**src/rtl/ovw_pkg.sv**
```systemverilog
package ovw_pkg;
  localparam int NUM_MB = 16;

  typedef struct packed {
    logic [NUM_MB-1:0] setStb;
    logic [NUM_MB-1:0] clrStb;
  } ovwStrobes_t;
endpackage

```
**src/rtl/ovw_ctrl.sv**
```systemverilog
module ovw_ctrl
  import ovw_pkg::*;
#(
  parameter int numMb = NUM_MB
) (
  input  logic [numMb-1:0] rxHit,
  input  logic [numMb-1:0] mbIsTx,
  input  logic [numMb-1:0] rxPending,
  input  logic [numMb-1:0] remPending,
  input  logic             regWrEn,
  input  logic [numMb-1:0] regWrData,
  output ovwStrobes_t      strobes
);
  logic [numMb-1:0] setVec;
  logic [numMb-1:0] clrVec;

  // One qualifier per mailbox. The pending flags are the values from before this event.
  for (genvar gi = 0; gi < numMb; gi++) begin : g_qual
    logic stillUnread;
    assign stillUnread = rxPending[gi] | remPending[gi];
    assign setVec[gi]  = rxHit[gi] & ~mbIsTx[gi] & stillUnread;
    assign clrVec[gi]  = regWrEn & regWrData[gi];
  end

  always_comb begin
    strobes        = '0;
    strobes.setStb = setVec;
    strobes.clrStb = clrVec;
  end
endmodule

```
**src/rtl/ovw_status.sv**
```systemverilog
module ovw_status
  import ovw_pkg::*;
#(
  parameter int numMb = NUM_MB
) (
  input  logic             clk,
  input  logic             rstN,
  input  ovwStrobes_t      strobes,
  output logic [numMb-1:0] statusQ
);
  for (genvar gi = 0; gi < numMb; gi++) begin : g_bit
    always_ff @(posedge clk or negedge rstN) begin
      if (!rstN)                     statusQ[gi] <= 1'b0;
      else if (strobes.setStb[gi])   statusQ[gi] <= 1'b1;  // a set beats a clear
      else if (strobes.clrStb[gi])   statusQ[gi] <= 1'b0;
    end
  end
endmodule

```
**src/rtl/ovw_tracker.sv**
```systemverilog
module ovw_tracker
  import ovw_pkg::*;
#(
  parameter int numMb = NUM_MB
) (
  input  logic             clk,
  input  logic             rstN,
  input  logic [numMb-1:0] rxHit,
  input  logic [numMb-1:0] mbIsTx,
  input  logic [numMb-1:0] rxPending,
  input  logic [numMb-1:0] remPending,
  input  logic             regWrEn,
  input  logic [numMb-1:0] regWrData,
  output logic [numMb-1:0] statusQ
);
  ovwStrobes_t strobes;

  ovw_ctrl #(.numMb(numMb)) ctrl_i (
    .rxHit(rxHit), .mbIsTx(mbIsTx), .rxPending(rxPending),
    .remPending(remPending), .regWrEn(regWrEn), .regWrData(regWrData),
    .strobes(strobes)
  );

  ovw_status #(.numMb(numMb)) status_i (
    .clk(clk), .rstN(rstN), .strobes(strobes), .statusQ(statusQ)
  );
endmodule

```
**config.mk**
```make
export PLATFORM = sky130hd
export DESIGN_NAME = ovw_tracker
export DESIGN_NICKNAME = d
export VERILOG_FILES = /design/src/rtl/ovw_pkg.sv /design/src/rtl/ovw_ctrl.sv /design/src/rtl/ovw_status.sv /design/src/rtl/ovw_tracker.sv
export SDC_FILE = /design/constraint.sdc
export NUM_CORES = 1
export LEC_CHECK = 0
export BUFFER_PORTS_ARGS = -buffer_cell sky130_fd_sc_hd__buf_2
export CORE_MARGIN = 4
export CORE_UTILIZATION = 36
export CTS_CLUSTER_SIZE = 12
export DETAILED_ROUTE_END_ITERATION = 12
export GPL_TIMING_DRIVEN = 0
export HOLD_SLACK_MARGIN = 0.15
export PLACE_DENSITY = 0.81
export RECOVER_POWER = 25
export SYNTH_ARGS = -nofsm -noshare
export SYNTH_HDL_FRONTEND = slang
export SYNTH_HIERARCHICAL = 1
export SYNTH_SLANG_ARGS = --single-unit
```
**constraint.sdc**
```tcl
create_clock -name clk -period 1.95 [get_ports clk]
set_input_delay 0.2925 -clock clk [delete_from_list [all_inputs] [get_ports clk]]
set_output_delay 0.2925 -clock clk [all_outputs]
set_load 0.02 [all_outputs]
```
### Word-level counts from Yosys, hierarchy flattened

Cells that the tools add are included.

* muxes and demuxes: 32
* bitwise gates (word level): 80
* reduce and logical (&&, ||, !) cells: 16
* divide/modulo/power cells: 0
* equal/unequal tests: 0
* order comparisons: 0
* $mul: 0
* $add $sub $neg: 0
* shift operators: 0

Operator list (count)
* $and 1x1->1: 48
* $mux 1: 32
* $reduce_bool 2->1: 16
* $not 1->1: 16
* $or 1x1->1: 16

* bits of input ports: 83
* bits in read-only memories: 0
* bits in registers: 16
* output and inout port bits: 16
* bits in writable memories: 0
* memories kept: 0
* word-level logic and storage cells: 144
* bits in latches: 0

### Logic depth before layout (Yosys ltp)

* word-level depth: 4
* gate-level depth with buffers: 4
* gate-level depth less buffers: 3

### Cells and area by module

The synthesis kept the hierarchy.

Modules (own cells, without submodules)
* ovw_status: instances 1, area each 580.6 um2, cells an instance 48, sequential area each 400.4 um2
* ovw_ctrl: instances 1, area each 306.5 um2, cells an instance 49, sequential area each 0.0 um2

### Worst setup path before layout

OpenSTA, ideal clock, no wires.

* path kind: input port to flip-flop
* start point: in regWrEn
* end point: reg status_i.statusQ[11]
* arrival: 678 ps
* path buffers: 1
* library setup time: 118 ps
* required time: 1832 ps
* setup slack: 1154 ps
* stages: 4
* cell sequence: buf_6 -> and2_2 -> inv_1 -> a21o_1

RTL lines
* start, declared: RTL line ovw_tracker.sv:12 `input logic regWrEn,`
* end signal, assigned by index: RTL line ovw_status.sv:13 `if (!rstN) statusQ[gi] <= 1'b0;`
* end signal, assigned by index: RTL line ovw_status.sv:14 `else if (strobes.setStb[gi]) statusQ[gi] <= 1'b1;`
* end signal, assigned by index: RTL line ovw_status.sv:15 `else if (strobes.clrStb[gi]) statusQ[gi] <= 1'b0;`
* end, declared: RTL line ovw_status.sv:9 `output logic [numMb-1:0] statusQ`

==> reports/qor.csv <==
metric,value,unit
fraction of layout cells with a size suffix above 1,56.0,%
DRT antenna net count,0,
Yosys top cell area share,45.1,%
setup_tns,0,ns
CP Class,input pin to async pin,
biggest regs,status_i/statusQ x16,
Async SR Flop Fraction,100,%
outcome,"complete, no violations",
pre-CTS WS,0.907,ns
power share of the clock group,24.0,%
Longest Clk Path Bufs,2,
"area leader, netlist",dfrtp_1,
H-tree Lvls,1,
Sink Count,16,
number of synthesized flops with an enable pin,0,
RSZ-0062 raised after global routing,no,
overall routed net length,2590,µm
final setup margin,0.820,ns
Syn Area/Cell,9.15,µm²
sequential share of power,45.0,%
Min Hold Slack,0.298,ns
register area share after synthesis,45.1,%
Post-Syn Instances,97,
worst path arrival time,1.44,ns
Gate power share,31.0,%
crit-path max cell delay,0.62,ns
Sw Ratio,28.7,%
Residual DRC,0,
CP required,2.26,ns
total power,0.883,mW
Largest Register,status_i/statusQ,
Mapped Area,887,µm²
Total Routing Usage GR,16.1,%
final hold violations,0,
Final Cycle Share,57.9,%
largest net degree at the start of global routing,17,
ant diodes,0,
final HPWL from detailed placement,2320,µm
number of gates resized after CTS,0,
"Remaining Overflow, GRT",0,
1st-iter DRT viols,6,
global-route wire length before repair,4260,µm
GP Congestion,0.678,
Crit path max-delay family,buffers and inverters,
post-CTS setup buffer count,0,
highest clock rate,0.885,GHz
die area,0.00332,mm²
Die Wd,57.6,µm
Core Footprint,0.00228,mm²
area grow syn2layout,63.3,%
"Slew Viols, Final",0,
TritonCTS clock tree,built,
Startpoint Class,input pin,
"Setup violations, final",0,
sum of buffers and inverters on the critical path,2,
vias in the first global route,1123,
CP max stage cell,clkbuf_1,
via count,1010,
CP Capture Type,async pin,
clk root buf,clkbuf_4,
Buffers on Ports,98,
worst hold path type,input pin to register,
Post-Syn Nets,180,
Top-Level Pins,99,
PD cells,609,mW/mm²
nets@finish,284,
ranking of synthesized cells by area,"dfrtp_1, a21o_1, nor3b_1, and2_2, inv_1",
Max-slew headroom,45.0,%
initial antenna violation count,0,
Worst-Margin Slew,0.826,ns
Yosys warning total,6,
total CTS buffers,3,
Setup Skew,0,ns
Peak VDD IR,0.406,mV
crit-path cells,dlygate4sd3_1 > clkbuf_1,
switching power,0.253,mW
max_cap viols,0,
chip height,57.6,µm
"top cells by count, synth","a21o_1, dfrtp_1, inv_1, nor2_1, nor3b_1",
CP Max Fanout,16,
Via density,4.43,
first drt pass iteration count,2,
Seq cells post-synth,16,
Pleak,0.863,nW
max reg flops,16,
clk_lat worst skew,0.28,ns
clock-pin transition on the worst setup and hold timing paths,0.09,ns
site row count,17,
Internal Power,0.630,mW
routed length per placed instance,11.3,µm
Final min period,1.13,ns
Synth cell types,8,
top_reg_cell synth,dfrtp_1,
Initial Utilization,39.0,%
==> tightest hold or removal path, stage by stage <==
cell and delay (ns):
buf_2 0.07, nor3b_1 0.04, a21o_1 0.14
==> logic make-up after synthesis <==
group / count (synthesis) / synth area share, %
AO/OA/AOI/OAI: 16 / 13.5
buffers and inverters: 17 / 8.04
flip-flops: 16 / 45.1
AND/OR/NAND/NOR: 48 / 33.3
==> layout make-up <==
cell class | count | area (µm²)
Multi-Input combinational cell | 64 | 415
Tap cell | 28 | 35.0
Inverter | 16 | 60.1
Timing Repair Buffer | 99 | 498
Buffer | 1 | 3.75
Fill cell | 201 | 827
Sequential cell | 16 | 400
Clock buffer | 4 | 36.3
==> power groups by stage <==
stage	registers [mW]	clock network [mW]	logic, mW
after floorplan	0.459	0	0.0782
after global placement	0.401	0	0.270
after detailed placement	0.404	0	0.279
after CTS	0.398	0.221	0.281
after global routing	0.404	0.237	0.301
final	0.397	0.212	0.274
==> final timing paths <==
kind / from / end / slack, ns / depth (start not counted)
max in group clk: status_i/statusQ[12]$_DFFE_PN0P_ / statusQ[12] / 0.82 / 1
setup / recovery: rstN / status_i/statusQ[7]$_DFFE_PN0P_ / 0.82 / 2
hold / removal: mbIsTx[10] / status_i/statusQ[10]$_DFFE_PN0P_ / 0.30 / 3
min in group asynchronous: rstN / status_i/statusQ[12]$_DFFE_PN0P_ / 0.61 / 2
hold reg to reg: status_i/statusQ[6]$_DFFE_PN0P_ / status_i/statusQ[6]$_DFFE_PN0P_ / 0.48 / 1
setup reg to reg: status_i/statusQ[12]$_DFFE_PN0P_ / status_i/statusQ[12]$_DFFE_PN0P_ / 1.28 / 1
==> per-layer routing <==
layer / share of wire, % / global-route usage, % / wire length (µm) / up-vias
met1: 34 / 16.3 / 890 / 436
li1: - / - / - / 512
met4: 1.0 / 5.63 / 27 / 0
met5: 0 / 0 / 0 / -
met3: 11 / 4.45 / 290 / 4
met2: 53 / 31.1 / 1380 / 58
==> metrics by stage <==
step,util (%),cells,area (µm²)
after global placement,62.1,223,1410
final,63.7,228,1450
after floorplan,-,97,887
after CTS,64.1,228,1460
after global routing,63.7,228,1450
after detailed placement,62.1,223,1410
==> repair_timing <==
item	4_1_cts	5_1_grt
endpoints found under the hold margin	16	0
hold buffers	1	0
endpoints found under the setup margin	0	0
==> cell usage in the layout, fill, tap and decap left out <==
cell type,Yosys,routed
nor2_1,16,16
a21o_1,16,16
dfrtp_1,16,16
dlygate4sd3_1,0,1
buf_2,0,96
and2_0,0,1
inv_1,16,16
and2_1,4,3
clkbuf_1,0,3
nor3b_1,16,16
clkbuf_4,0,3
clkbuf_8,0,1
and2_2,12,12
(Power assumes the default switching activity.)
